`src/rtl/mfr_pkg.sv`:
```
package mfr_pkg;
  typedef enum logic [1:0] {
    ST_IDLE = 2'd0,
    ST_LOAD = 2'd1,
    ST_CALC = 2'd2,
    ST_EMIT = 2'd3
  } mfr_state_e;
endpackage

```
`src/rtl/mfr_qdigit.sv`:
```
// Quotient digit: q = ((p0 + a*b0) * w) mod r, all arithmetic truncated to W bits.
module mfr_qdigit #(
  parameter int W = 2
) (
  input  logic [W-1:0] p0,
  input  logic [W-1:0] a,
  input  logic [W-1:0] b0,
  input  logic [W-1:0] inv,
  output logic [W-1:0] q
);
  logic [W-1:0] low_sum;
  assign low_sum = p0 + a * b0;
  assign q       = low_sum * inv;
endmodule

```
`src/rtl/mfr_cell.sv`:
```
// One digit position: p + a*b + q*m + cin split into a kept digit and a carry.
module mfr_cell #(
  parameter int W = 2
) (
  input  logic [W-1:0] p,
  input  logic [W-1:0] a,
  input  logic [W-1:0] b,
  input  logic [W-1:0] q,
  input  logic [W-1:0] m,
  input  logic [W:0]   cin,
  output logic [W-1:0] dout,
  output logic [W:0]   cout
);
  localparam int SW = 2 * W + 1;
  logic [SW-1:0] s;
  assign s    = SW'(p) + SW'(a) * SW'(b) + SW'(q) * SW'(m) + SW'(cin);
  assign dout = s[W-1:0];
  assign cout = s[SW-1:W];
endmodule

```
`src/rtl/mfr_mont_row.sv`:
```
module mfr_mont_row
  import mfr_pkg::*;
#(
  parameter int W    = 2,
  parameter int NDIG = 3
) (
  input  logic         clk,
  input  logic         rst_n,
  input  logic         start,
  input  logic [W-1:0] inv_digit,
  output logic         busy,
  input  logic         op_valid,
  output logic         op_ready,
  input  logic [W-1:0] op_a,
  input  logic [W-1:0] op_b,
  input  logic [W-1:0] op_m,
  output logic         res_valid,
  input  logic         res_ready,
  output logic [W-1:0] res_data,
  output logic         res_last
);
  localparam int R     = 1 << W;
  localparam int NP    = NDIG + 2;
  localparam int NPASS = NDIG + 1;
  localparam int LW    = (NDIG > 1) ? $clog2(NDIG) : 1;
  localparam int JW    = $clog2(NP);
  localparam int IW    = $clog2(NPASS);
  localparam int CMAX  = 2 * (R - 1);

  mfr_state_e st;
  logic [LW-1:0] ld_cnt;
  logic [JW-1:0] j;
  logic [IW-1:0] pass;
  logic [JW-1:0] k;

  logic [W-1:0] a_q [NDIG];
  logic [W-1:0] b_q [NDIG];
  logic [W-1:0] m_q [NDIG];
  logic [W-1:0] p_q [NP];
  logic [W-1:0] inv_q;
  logic [W-1:0] q_q;
  logic [W:0]   carry_q;

  // Zero-extended operand views
  logic [W-1:0] a_ext [NPASS];
  logic [W-1:0] b_ext [NP];
  logic [W-1:0] m_ext [NP];

  for (genvar g = 0; g < NPASS; g++) begin : g_aext
    if (g < NDIG) begin : g_real
      assign a_ext[g] = a_q[g];
    end else begin : g_pad
      assign a_ext[g] = '0;
    end
  end
  for (genvar g = 0; g < NP; g++) begin : g_bmext
    if (g < NDIG) begin : g_real
      assign b_ext[g] = b_q[g];
      assign m_ext[g] = m_q[g];
    end else begin : g_pad
      assign b_ext[g] = '0;
      assign m_ext[g] = '0;
    end
  end

  // Datapath
  logic [W-1:0] a_cur, q_new, q_use, dout;
  logic [W:0]   cin, cout;
  logic         first_digit, last_digit, last_pass, res_fire;

  assign a_cur       = a_ext[pass];
  assign first_digit = (j == '0);
  assign last_digit  = (j == JW'(NP - 1));
  assign last_pass   = (pass == IW'(NPASS - 1));
  assign q_use       = first_digit ? q_new : q_q;
  assign cin         = first_digit ? '0 : carry_q;

  mfr_qdigit #(.W(W)) u_qgen (
    .p0 (p_q[0]),
    .a  (a_cur),
    .b0 (b_ext[0]),
    .inv(inv_q),
    .q  (q_new)
  );

  mfr_cell #(.W(W)) u_cell (
    .p   (p_q[j]),
    .a   (a_cur),
    .b   (b_ext[j]),
    .q   (q_use),
    .m   (m_ext[j]),
    .cin (cin),
    .dout(dout),
    .cout(cout)
  );

  assign busy      = (st != ST_IDLE);
  assign op_ready  = (st == ST_LOAD);
  assign res_valid = (st == ST_EMIT);
  assign res_data  = p_q[k];
  assign res_last  = res_valid && (k == JW'(NDIG));
  assign res_fire  = res_valid && res_ready;

  // Control
  always_ff @(posedge clk or negedge rst_n) begin
    if (!rst_n) begin
      st     <= ST_IDLE;
      ld_cnt <= '0;
      j      <= '0;
      pass   <= '0;
      k      <= '0;
    end else begin
      unique case (st)
        ST_IDLE: if (start) begin
          st     <= ST_LOAD;
          ld_cnt <= '0;
        end
        ST_LOAD: if (op_valid) begin
          if (ld_cnt == LW'(NDIG - 1)) begin
            st   <= ST_CALC;
            j    <= '0;
            pass <= '0;
          end else begin
            ld_cnt <= ld_cnt + 1'b1;
          end
        end
        ST_CALC: begin
          if (last_digit) begin
            j <= '0;
            if (last_pass) begin
              st <= ST_EMIT;
              k  <= '0;
            end else begin
              pass <= pass + 1'b1;
            end
          end else begin
            j <= j + 1'b1;
          end
        end
        ST_EMIT: if (res_ready) begin
          if (k == JW'(NDIG)) st <= ST_IDLE;
          else                k  <= k + 1'b1;
        end
        default: st <= ST_IDLE;
      endcase
    end
  end

  // Operand and partial-product storage (feedback path writes one digit lower)
  always_ff @(posedge clk) begin
    if (st == ST_IDLE && start) begin
      inv_q <= inv_digit;
      for (int x = 0; x < NP; x++) p_q[x] <= '0;
    end
    if (op_ready && op_valid) begin
      a_q[ld_cnt] <= op_a;
      b_q[ld_cnt] <= op_b;
      m_q[ld_cnt] <= op_m;
    end
    if (st == ST_CALC) begin
      carry_q <= cout;
      if (first_digit) q_q <= q_new;
      else             p_q[j - JW'(1)] <= dout;
      if (last_digit)  p_q[NP-1] <= cout[W-1:0];
    end
  end

  // Assertions
  a_r4_low_digit_zero: assert property (@(posedge clk) disable iff (!rst_n)
    (st == ST_CALC && first_digit) |-> (dout == '0));

  a_r6_carry_bound: assert property (@(posedge clk) disable iff (!rst_n)
    (st == ST_CALC) |-> (cout <= (W+1)'(CMAX)));

  a_r6_top_carry_zero: assert property (@(posedge clk) disable iff (!rst_n)
    (st == ST_CALC && last_digit) |-> (cout == '0));

  a_r9_hold_while_stalled: assert property (@(posedge clk) disable iff (!rst_n)
    (res_valid && !res_ready) |=> (res_valid && $stable(res_data) && $stable(res_last)));

  a_r10_idle_after_last: assert property (@(posedge clk) disable iff (!rst_n)
    (res_fire && res_last) |=> (!busy && !res_valid));

  a_r3_start_ignored_busy: assert property (@(posedge clk) disable iff (!rst_n)
    (busy && start && !(res_fire && res_last)) |=> busy);

  a_r2_ready_after_start: assert property (@(posedge clk) disable iff (!rst_n)
    $rose(op_ready) |-> $past(start));
endmodule

```
`config.mk`:
```
export PLATFORM = sky130hd
export DESIGN_NAME = mfr_mont_row
export DESIGN_NICKNAME = d
export VERILOG_FILES = /design/src/rtl/mfr_pkg.sv /design/src/rtl/mfr_qdigit.sv /design/src/rtl/mfr_cell.sv /design/src/rtl/mfr_mont_row.sv
export SDC_FILE = /design/constraint.sdc
export NUM_CORES = 1
export LEC_CHECK = 0
export CORE_MARGIN = 1.5
export CORE_UTILIZATION = 25
export CTS_BUF_LIST = sky130_fd_sc_hd__clkbuf_8
export DETAILED_ROUTE_END_ITERATION = 16
export DONT_BUFFER_PORTS = 1
export MAX_ROUTING_LAYER = met4
export PLACE_DENSITY_LB_ADDON = 0.25
export SLEW_MARGIN = 20
export SYNTH_ARGS = -nofsm -noshare
export SYNTH_HDL_FRONTEND = slang
export SYNTH_HIERARCHICAL = 1
export SYNTH_SLANG_ARGS = --single-unit
```
`constraint.sdc`:
```
create_clock -name clk -period 12.9 [get_ports clk]
set_clock_uncertainty 0.15 [all_clocks]
set_input_delay 2.58 -clock clk [delete_from_list [all_inputs] [get_ports clk]]
set_output_delay 2.58 -clock clk [all_outputs]
set_load 0.01 [all_outputs]
```
==> flow_metrics.env <==
export IMPL_crit_buf_inv=4
export IMPL_drtIter0Drc=124
export IMPL_critPathArrivalTime_ns=4.62
export IMPL_finalMaxSlewViolations=0
export IMPL_setup_tns_ns=0
export IMPL_cts_root_buf="clkbuf_8"
export IMPL_clock_latency_ns=0.31
export IMPL_drc=0
export IMPL_start_kind="flip-flop"
export IMPL_synth_main_ff_cell="edfxtp_1"
export IMPL_cts_setup_buffers=0
export IMPL_portBuffers=0
export IMPL_synth_cells=280
export IMPL_worst_ep_required_time_ns=12.92
export IMPL_drive_gt1_share_pct=12.1
export IMPL_min_period_over_period_pct=35.6
export IMPL_synth_cell_type_count=44
export IMPL_startpoint="j[0]"
export IMPL_path_cells="inv_1 -> ha_1 -> nand2b_1 -> mux2_2 -> nand2_1 -> fa_1 -> inv_1 -> ha_1 -> inv_1 -> fa_1 -> inv_1 -> ha_1 -> a21o_1 -> a21oi_1 -> xnor2_1 -> nand3_1 -> a21oi_1"
export IMPL_worst_slew_pin_slew_ns=0.614
export IMPL_first_pass_iters=4
export IMPL_cts_tree="yes"
export IMPL_timing_fmax_mhz=217
export IMPL_fin_nets=321
export IMPL_setup_viol=0
export IMPL_core_area_sq_um=12600
export IMPL_r2r_end="p_q[4][1]"
export IMPL_drv_cap=0
export IMPL_n_fill_cell=1364
export IMPL_num_rows=41
export IMPL_area_growth_synth_to_final_pct=8.79
export IMPL_rsz0062_at_grt="no"
export IMPL_crit_top_cell="inv_1"
export IMPL_path_clk_slew_ns=0.11
export IMPL_synth_area_top_cells="edfxtp_1 (38%), dfrtp_1 (9.3%), ha_1 (8.5%), mux4_2 (5.6%), fa_1 (4.3%)"
export IMPL_htree_levels=2
export IMPL_grt_max_degree=21
export IMPL_drt_wirelength_per_cell_um=14.5
export IMPL_r2r_start="j[0]"
export IMPL_overflow=0
export IMPL_powerDensity_nw_per_um2=254
export IMPL_gp_congestion=0.752
export IMPL_via_count=2043
export IMPL_worst_setup_path_type="reg -> reg"
export IMPL_critPathMaxFanout=15
export IMPL_crit_slowest_cell="dfrtp_1"
export IMPL_cts_made_buffers=5
export IMPL_yosys_warnings=6
export IMPL_grt_pass1_vias=2116
export IMPL_ant_nets=0
export IMPL_initial_core_util_pct=25.7
export IMPL_grt_usage_pct=10.6
export IMPL_end_kind="flip-flop"
export IMPL_min_from="ld_cnt[1]"
export IMPL_cp_top_family="adder cells"
export IMPL_numClockSinks=53
export IMPL_worstSetupPathDepth=17
export IMPL_design_area_sq_um=3530
export IMPL_seq_area_frac_synth_pct=47.2
export IMPL_post_dp_cell_area_sq_um=3410
export IMPL_die_area_sq_um=13700
export IMPL_hold_violations=0
export IMPL_grt_pass1_wl_um=10800
export IMPL_period_needed_ns=4.60
export IMPL_vias_per_cell=4.52
export IMPL_syn_avg_cell_area_sq_um=11.6
export IMPL_diodes=0
export IMPL_dp_cells=444
export IMPL_cts_hold_buf=0
export IMPL_cts_buffer_depth=2
export IMPL_instances_no_fill=452
export IMPL_totalWireLength_um=6560
export IMPL_synth_seq_cells=53
export IMPL_max_slew_margin_pct=59.1
export IMPL_dp_hpwl_um=5100
export IMPL_min_path_type="reg -> reg"
export IMPL_synth_top_area_share_pct=37.9
export IMPL_netlist_top_cells_count="edfxtp_1 (41), nand2_1 (33), inv_1 (28)"
export IMPL_async_flop_share_pct=22.6
export IMPL_outcome="finished, final reports clean"
export IMPL_reg2reg_setup_slack_ns=8.30
export IMPL_ff2ff_path_depth=17
export IMPL_die_x_um=117
export IMPL_critPathMaxStageDelay_ns=0.75
export IMPL_p_leak_nw=1.45
export IMPL_die_h_um=117
export IMPL_syn_nets=322
export IMPL_synth_edf_count=41
export IMPL_io_pin_count=19
export IMPL_crit_end="p_q[4][1]"
export IMPL_antenna_found_initial=0
export IMPL_synth_area_sq_um=3240
export IMPL_vdd_drop_max_mv=0.0846
export IMPL_ctsResizeCount=0
export IMPL_yosysMostFrequentCell="edfxtp_1"
export IMPL_synth_top_area_cell="edfxtp_1"
cell type report:
type                    instances  area [sq um]  area share [%]
multi-input cells             190          1550            44.0
flip-flops and latches         53          1530            43.4
clock buffers                   5          68.8            1.95
well taps                     172           215            6.10
repair buffers                  1          7.51           0.213
clock inverters                 3          47.5            1.35
inverters                      28           105            2.98
placed cells by master (no fill, tap or decap), types with 2 or more instances in the layout:
| cell type | instances |
|---|---|
| inv_6 | 2 |
| inv_1 | 28 |
| nand3_1 | 5 |
| a21oi_1 | 11 |
| nand3b_1 | 3 |
| xnor2_1 | 3 |
| and3_1 | 8 |
| a22o_1 | 2 |
| a211o_1 | 3 |
| nor3b_1 | 2 |
| nor2b_1 | 2 |
| fa_1 | 7 |
| nand2_1 | 33 |
| a21oi_2 | 3 |
| and3b_1 | 2 |
| o21ai_1 | 2 |
| nand2b_1 | 2 |
| clkbuf_8 | 5 |
| or2_2 | 2 |
| ha_1 | 22 |
| nor3_1 | 3 |
| mux4_2 | 8 |
| mux2i_1 | 7 |
| o21ai_0 | 7 |
| nor2_1 | 12 |
| o221ai_1 | 3 |
| and2_1 | 16 |
| mux2_2 | 7 |
| xor2_1 | 2 |
| a21o_1 | 2 |
| o22ai_1 | 2 |
| edfxtp_1 | 41 |
| dfrtp_1 | 12 |
power breakdown:
group | switching [W] | internal (W) | total [W]
Sequential | 0.0000390 | 0.000256 | 0.000295
Combinational | 0.000285 | 0.000197 | 0.000482
Clock | 0.0000620 | 0.0000594 | 0.000121
worst min path at each step:
stage | endpoint | slack, ns | cells past startpoint
after floorplan | ld_cnt[1] | 0.35 | 1
after global placement | ld_cnt[1] | 0.38 | 1
after detailed placement | ld_cnt[1] | 0.37 | 1
after CTS | ld_cnt[1] | 0.40 | 1
after global routing | ld_cnt[1] | 0.45 | 1
final | ld_cnt[1] | 0.40 | 1
logic make-up (layout without fill, tap and decap cells):
kind of cell | after synthesis | after routing | synth area share [%]
mux | 22 | 22 | 10.1
fa+ha+maj | 29 | 29 | 12.8
buf+inv | 37 | 37 | 4.90
xor+xnor | 6 | 6 | 2.04
compound gates | 39 | 39 | 7.94
flops | 53 | 53 | 47.2
simple gates | 94 | 94 | 15.0
stage by stage:
| step | hold WS [ns] | util [%] | setup slack [ns] | power (W) |
|---|---|---|---|---|
| final | 0.403 | 28.0 | 8.30 | 0.000898 |
| after global placement | 0.380 | 27.0 | 8.38 | 0.000788 |
| after CTS | 0.403 | 28.0 | 8.26 | 0.000914 |
| after global routing | 0.447 | 28.0 | 7.93 | 0.000984 |
| after detailed placement | 0.372 | 27.0 | 8.29 | 0.000789 |
| after floorplan | 0.350 | - | 8.77 | 0.000664 |
per-layer routing:
metal / vias to the layer above / global-route usage (%) / wire [um]
met3: 5 / 1.96 / 271
met1: 1018 / 13.3 / 2950
li1: 984 / - / -
met2: 36 / 17.8 / 3280
met4: 0 / 2.41 / 67
met5: - / - / 0
sequential cells by signal, indices dropped and copies added (netlist names):
name / count
p_q: 16
ld_cnt: 2
st: 2
j: 3
q_q: 2
a_q: 6
b_q: 6
k: 3
pass: 2
m_q: 6
carry_q: 3
inv_q: 2
Power figures use the tool's default switching activity.
